## config.mk

```make
export PLATFORM = sky130hd
export DESIGN_NAME = sram_write_monitor
export DESIGN_NICKNAME = d
export VERILOG_FILES = /design/src/rtl/sram_write_monitor.sv
export SDC_FILE = /design/constraint.sdc
export NUM_CORES = 1
export LEC_CHECK = 0
export ABC_AREA = 0
export ABC_CLOCK_PERIOD_IN_PS = 1500
export BUFFER_PORTS_ARGS = -buffer_cell sky130_fd_sc_hd__buf_2
export CELL_PAD_IN_SITES_DETAIL_PLACEMENT = 0
export CELL_PAD_IN_SITES_GLOBAL_PLACEMENT = 2
export CORE_UTILIZATION = 33
export CTS_CLUSTER_SIZE = 16
export DETAILED_ROUTE_END_ITERATION = 8
export PLACE_DENSITY_LB_ADDON = 0.1
export SLEW_MARGIN = 20
export SYNTH_ARGS = -nofsm -noshare
export SYNTH_HDL_FRONTEND = slang
export SYNTH_SLANG_ARGS = --single-unit
```

## constraint.sdc

```tcl
create_clock -name clk -period 1.5 [get_ports clk]
set_input_delay 0.075 -clock clk [delete_from_list [all_inputs] [get_ports clk]]
set_output_delay 0.075 -clock clk [all_outputs]
set_load 0.01 [all_outputs]
```

## src/rtl/sram_write_monitor.sv

```systemverilog
module sram_write_monitor #(
   parameter int ADDR_W = 18,
   parameter int DATA_W = 16
) (
   input  logic              clk,
   input  logic              rst_n,
   input  logic              wr_cyc,
   input  logic [ADDR_W-1:0] addr,
   input  logic [DATA_W-1:0] wdata,
   output logic              proto_err
);

   logic              wr_q;
   logic              chg_q;
   logic [ADDR_W-1:0] addr_q;
   logic [DATA_W-1:0] wdata_q;
   logic              past_ok;
   logic              addr_fault;
   logic              data_fault;

   // Address moved inside a pulse
   assign addr_fault = wr_cyc && wr_q && (addr != addr_q);
   // Pulse just ended and its last cycle changed the data
   assign data_fault = wr_q && !wr_cyc && chg_q;

   always_ff @(posedge clk or negedge rst_n) begin
      if (!rst_n) begin
         wr_q      <= 1'b0;
         chg_q     <= 1'b0;
         addr_q    <= '0;
         wdata_q   <= '0;
         proto_err <= 1'b0;
         past_ok   <= 1'b0;
      end else begin
         wr_q      <= wr_cyc;
         chg_q     <= wr_cyc && wr_q && (wdata != wdata_q);
         addr_q    <= addr;
         wdata_q   <= wdata;
         proto_err <= addr_fault || data_fault;
         past_ok   <= 1'b1;
      end
   end

   // address change between back-to-back write cycles raises the flag
   a_r8_addr_move: assert property (@(posedge clk) disable iff (!rst_n)
      (past_ok && wr_cyc && $past(wr_cyc) && (addr != $past(addr))) |=> proto_err);

   // the flag never follows a cycle outside or at the start of a pulse
   a_r9_flag_needs_pulse: assert property (@(posedge clk) disable iff (!rst_n)
      (past_ok && !$past(wr_cyc)) |=> !proto_err);

endmodule

```

==> results_dict.tcl, run 1 <==
set metrics [dict create \
    grt_start_max_net_pins 38 \
    critPathLaunchType "input port" \
    clk_latency_ns 0.28 \
    fillers 334 \
    cap_violations 0 \
    diodes 0 \
    yosys_warnings 0 \
    status "complete, no violations" \
    p_total_mw 1.95 \
    drive_gt1_share_pct 26.5 \
    path_cells "dlygate4sd3_1 -> buf_2 -> xor2_1 -> nor4_1 -> nand4_1 -> and3_1" \
    dr.pass1.iters 3 \
    combPwrFrac_pct 12.5 \
    pin_count 38 \
    num_rows 22 \
    post-route-drc-count 0 \
    chipHeight_um 64.9 \
    grt.overflow.total 0 \
    wl_per_cell_um 11.0 \
    setup_tns_ns 0 \
    syn_area_sq_um 1310 \
    numCtsBuffers 5 \
    cts_buffer_depth 2 \
    antenna_found_initial 0 \
    cp-end-kind "flop" \
    cp_data_arrival_time_ns 1.51 \
    area_delta_synth_final_pct 52.6 \
    viasPerCell 4.07 \
    finalCriticalPeriod_ns 1.34 \
    crit_fanout 2 \
    finalCritPeriodShare_pct 89.1 \
    worstMarginPinSlew_ns 0.793 \
    drv_slew 0 \
    grt_pass1_wl_mm 4.04 \
    path_class "input port to flop" \
    final_nets 202 \
    grt_pass1_vias 898 \
    ant_nets 0 \
    seq_power_share_pct 54.8 \
    start_util_pct 34.9 \
    avgSynthCellArea_sq_um 15.4 \
    track_usage_pct 13.3 \
    die_x_um 64.9 \
    cts_resized 0 \
    rsz0062_at_grt "false" \
    cts_tree "built" \
    syn_inst 85 \
    multi_input_area_sq_um 382 \
    clkSlewWorstSetupHoldPaths_ns 0.07 \
    max_freq_mhz 748 \
    numPortBuffers 37 \
    leakagePower_nw 0.900 \
    worstPathRequired_ns 1.68 \
    synth_fp_nets 122 \
    vias 871 \
    regArea_sq_um 926 \
    cts.sinks 37 \
    post-cts-setup-buffers 0 \
    synth_seq_cells 37 \
    internal-power_mw 1.52 \
    clkPwrFrac_pct 32.8 \
    ir_drop_mv 0.781 \
    gp_congestion 0.652 \
    root_buffer "clkbuf_8" \
    p_per_area_nw_per_um2 978 \
    core_sq_um 3740 \
    cp_slowest_cell "dlygate4sd3_1" \
    hold_viol_final 0 \
    cpPeakStageDelay_ns 0.53 \
    drtIter0Drc 14 \
    relSlewSlack_pct 47.1 \
    ys_types 9 \
    h-tree-depth 2 \
    p_sw_mw 0.434 \
    setup_viol 0 \
    wirelength_mm 2.36 \
    synth_seq_area_share_pct 70.8 \
    hold_path_class "input port to async pin" \
    dp_hpwl_mm 1.54 \
    swShare_pct 22.2 \
    die-area_sq_um 4220 \
    skew_ns 0.00218 \
]
[worst paths after layout]
path                            start           to  slack, ns  cells past startpoint
setup / recovery             wdata[7]        chg_q       0.16                      6
hold / removal                  rst_n  wdata_q[10]       0.41                      2
setup reg to reg           wdata_q[7]        chg_q       0.23                      4
hold reg to reg                  wr_q        chg_q       0.52                      1
max in group asynchronous       rst_n   addr_q[12]       0.57                      2
min in group clk            wdata[10]  wdata_q[10]       0.46                      2
[power by group through the flow]
stage          clock (mW)  sequential [mW]  combinational, mW
2_1_floorplan           0             1.09             0.0758
3_3_place_gp            0             1.09              0.172
3_5_place_dp            0             1.09              0.176
4_1_cts             0.681             1.07              0.248
5_1_grt             0.718             1.07              0.273
6_report            0.640             1.07              0.243
[critical path: cells and delay by family]
kind / cells / cell delay [ns]
buffers and inverters: 2 / 0.66
XOR/XNOR: 1 / 0.14
AND/OR/NAND/NOR: 3 / 0.64
[cells in the final DEF, fill, tap and decap left out]
cell	count
a21oi_1	1
clkinv_2	2
dlygate4sd3_1	36
clkbuf_8	5
and3_1	1
xnor2_1	15
o21ai_0	1
buf_2	37
xor2_1	19
nor4_1	5
dfrtp_1	37
nand4_1	5
nor3_1	1
clkbuf_1	1
[metrics by stage]
stage          instances  setup WS (ns)  hold slack [ns]  cell area (sq um)  utilization [%]
2_1_floorplan         85          0.350           -0.221               1310                -
3_3_place_gp         170          0.204            0.207               1550             41.5
3_5_place_dp         170          0.175            0.208               1550             41.5
4_1_cts              214          0.112            0.442               2000             53.3
5_1_grt              214         0.0262            0.447               2000             53.3
6_report             214          0.163            0.415               2000             53.3
[layer usage]
metal	wire, um	global-route usage (%)
met1	1140	16.2
met2	1050	19.9
met3	133	5.28
met4	36	7.50
met5	0	0
[cell usage after synthesis]
| master | instances | area [sq um] |
|---|---|---|
| a21oi_1 | 1 | 5.00 |
| and3_1 | 1 | 6.26 |
| dfrtp_1 | 37 | 926 |
| nand4_1 | 5 | 31.3 |
| nor3_1 | 1 | 5.00 |
| nor4_1 | 5 | 31.3 |
| o21ai_0 | 1 | 5.00 |
| xnor2_1 | 15 | 131 |
| xor2_1 | 19 | 166 |
[cell families after synthesis]
group	share of synthesized area (%)
AOI/OAI and AO/OA	0.765
xor gates and xnor gates	22.8
DFF	70.8
and+or+nand+nor	5.65
[final cells by class]
| type | count | share of cell area, % |
|---|---|---|
| clock inverter | 2 | 0.502 |
| multi-input combinational | 48 | 19.1 |
| tap | 48 | 3.01 |
| clock buffer | 6 | 3.64 |
| sequential | 37 | 46.4 |
| timing repair buffer | 73 | 27.3 |
[registers in the layout (all words and copies together) (netlist names)]
name       cells
chg_q          1
wr_q           1
addr_q        18
wdata_q       16
proto_err      1
[what timing repair did]
| item | CTS | global route |
|---|---|---|
| endpoints found under the hold margin | 72 | 0 |
| setup endpoints to repair | 0 | 0 |
| hold buffers | 36 | 0 |
Note: power is estimated with default switching activity, not from simulation.
==> run 2: changes to the inputs <==
--- a/config.mk
+++ b/config.mk
@@ -10,10 +10,11 @@
 export BUFFER_PORTS_ARGS = -buffer_cell sky130_fd_sc_hd__buf_2
 export CELL_PAD_IN_SITES_DETAIL_PLACEMENT = 0
 export CELL_PAD_IN_SITES_GLOBAL_PLACEMENT = 2
-export CORE_UTILIZATION = 33
+export CORE_UTILIZATION = 30
 export CTS_CLUSTER_SIZE = 16
 export DETAILED_ROUTE_END_ITERATION = 8
 export PLACE_DENSITY_LB_ADDON = 0.1
+export SETUP_SLACK_MARGIN = 0.5
 export SLEW_MARGIN = 20
 export SYNTH_ARGS = -nofsm -noshare
 export SYNTH_HDL_FRONTEND = slang
==> run 2 against run 1 <==
  * Worst setup slack gained 0.14 ns
  * Die area grew 9.7%
  * Critical path depth fell by 2
  * Cell count increased by 1.4%
  * Sequential share of layout area fell by 1.5 points
  * Combinational power is 5% higher
  * Routed wire length rose by 6.4%
  * Worst hold slack worse by 0.34 ns
  * Clock skew is 0.0038 ns higher
  * Clock power rose by 37%
  * Power up 13%
  * First-iteration DRC count unchanged
==> results_dict.tcl, run 2 (same netlist as run 1, synthesis figures left out) <==
set metrics [dict create \
    root_buffer "clkbuf_8" \
    post-route-drc-count 0 \
    start_util_pct 32.0 \
    finalCriticalPeriod_ns 1.20 \
    worstMarginPinSlew_ns 0.360 \
    rr_worst_depth 4 \
    final_nets 203 \
    largest_reg_flops 18 \
    reg.largest.list "addr_q x18, wdata_q x16" \
    dr.pass1.iters 3 \
    diodes 0 \
    wl_per_cell_um 11.6 \
    dp_hpwl_mm 1.66 \
    viasPerCell 4.28 \
    antenna_found_initial 0 \
    p_per_area_nw_per_um2 1070 \
    min_from "wr_cyc" \
    min_to "chg_q" \
    max_freq_mhz 833 \
    r2r_slack_ns 0.30 \
    regArea_sq_um 926 \
    skew_ns 0.00597 \
    ant_nets 0 \
    grt_pass1_wl_mm 4.13 \
    pre_cts_slack_ns 0.230 \
    grt.overflow.total 0 \
    numPortBuffers 37 \
    status "complete, no violations" \
    track_usage_pct 12.6 \
    clk_latency_ns 0.29 \
    timing.rr.start "wdata_q[12]" \
    final_cell_mix "37 x dfrtp_1, 37 x buf_2, 36 x dlygate4sd3_1" \
    fillers 402 \
    cap_violations 0 \
    h-tree-depth 2 \
    drv_slew 0 \
    rsz0062_at_grt "true" \
    num_rows 23 \
    path_class "flop to flop" \
    hold_viol_final 0 \
    drtIter0Drc 14 \
    worstHoldPathCells 2 \
    cp-end-kind "flop" \
    largest-register "addr_q" \
    numCtsBuffers 5 \
    chipHeight_um 68.0 \
    core_sq_um 4090 \
    leakagePower_nw 0.920 \
    worstPathRequired_ns 1.68 \
    crit_fanout 1 \
    finalCritPeriodShare_pct 80.0 \
    critPathLaunchType "flop" \
    cts_buffer_depth 2 \
    cp_data_arrival_time_ns 1.38 \
    grt_start_max_net_pins 23 \
    r2r-end "chg_q" \
    setup_tns_ns 0 \
    p_total_mw 2.20 \
    cts_tree "built" \
    setup_ws_ns 0.300 \
    multi_input_area_sq_um 407 \
    setup_viol 0 \
    pin_count 38 \
    area_delta_synth_final_pct 57.9 \
    die-area_sq_um 4630 \
    wirelength_mm 2.51 \
    grt_pass1_vias 957 \
    clkSlewWorstSetupHoldPaths_ns 0.07 \
    die_x_um 68.0 \
    ir_drop_mv 0.643 \
    relSlewSlack_pct 76.0 \
    gp_congestion 0.640 \
    drive_gt1_share_pct 29.3 \
    vias 929 \
    hold_path_class "input port to flop" \
    cts.sinks 37 \
]
## run 2: cell count changes in the layout (fill, tap and decap cells not counted)
cell	before	now
buf_4	0	1
nor4_2	0	4
bufinv_16	0	1
clkinv_2	2	0
nor4_1	5	1
clkbuf_8	5	6
## run 2: power by group
part / leakage, nW / internal [mW] / switching (mW)
Sequential: 0.433 / 1.05 / 0.0210
Combinational: 0.428 / 0.153 / 0.103
Clock: 0.0585 / 0.542 / 0.334
## run 2: area by class of cell
type / instances / area share (%)
Multi-Input combinational cell: 48 / 19.7
Sequential cell: 37 / 44.8
Tap cell: 50 / 3.03
Timing Repair Buffer: 74 / 26.8
Clock buffer: 7 / 4.18
Clock inverter: 1 / 1.45
## run 2: metal layers
metal	wire length, um	vias up	global-route usage (%)
met2	1260	27	21.3
met3	173	6	5.00
met5	0	-	0
li1	-	446	-
met4	44	0	6.25
met1	1030	450	13.6
## run 2: how the worst max path moves through the flow
stage | to | cells past startpoint | slack [ns] | start
2_1_floorplan | chg_q | 4 | 0.40 | wdata_q[9]
3_3_place_gp | chg_q | 4 | 0.25 | wdata_q[1]
3_5_place_dp | chg_q | 4 | 0.23 | wdata_q[1]
4_1_cts | chg_q | 4 | 0.28 | wdata_q[8]
5_1_grt | proto_err | 4 | 0.20 | addr_q[1]
6_report | chg_q | 4 | 0.30 | wdata_q[12]
## run 2: through the flow
stage,std cells,instance area (sq um),util (%),hold WS [ns]
floorplan,85,1310,-,-0.221
finish,217,2060,50.5,0.0772
global placement,173,1560,38.2,0.00543
detailed placement,173,1560,38.2,0.00924
global route,217,2060,50.5,0.0833
CTS,217,2060,50.4,0.0713
## run 2: repair_timing
item / CTS / global route
setup endpoints to repair: 2 / 2
hold buffers: 36 / 0
hold endpoints to repair: 50 / 0
resized for setup: 3 / 1
setup buffers: 0 / 0
pin swaps: 8 / 1
## run 2: worst max-delay path, cell delays in order, from the launching register on
cell,delay (ns)
dfrtp_1,0.37
xor2_1,0.14
nor4_1,0.30
nand4_1,0.13
and3_1,0.16
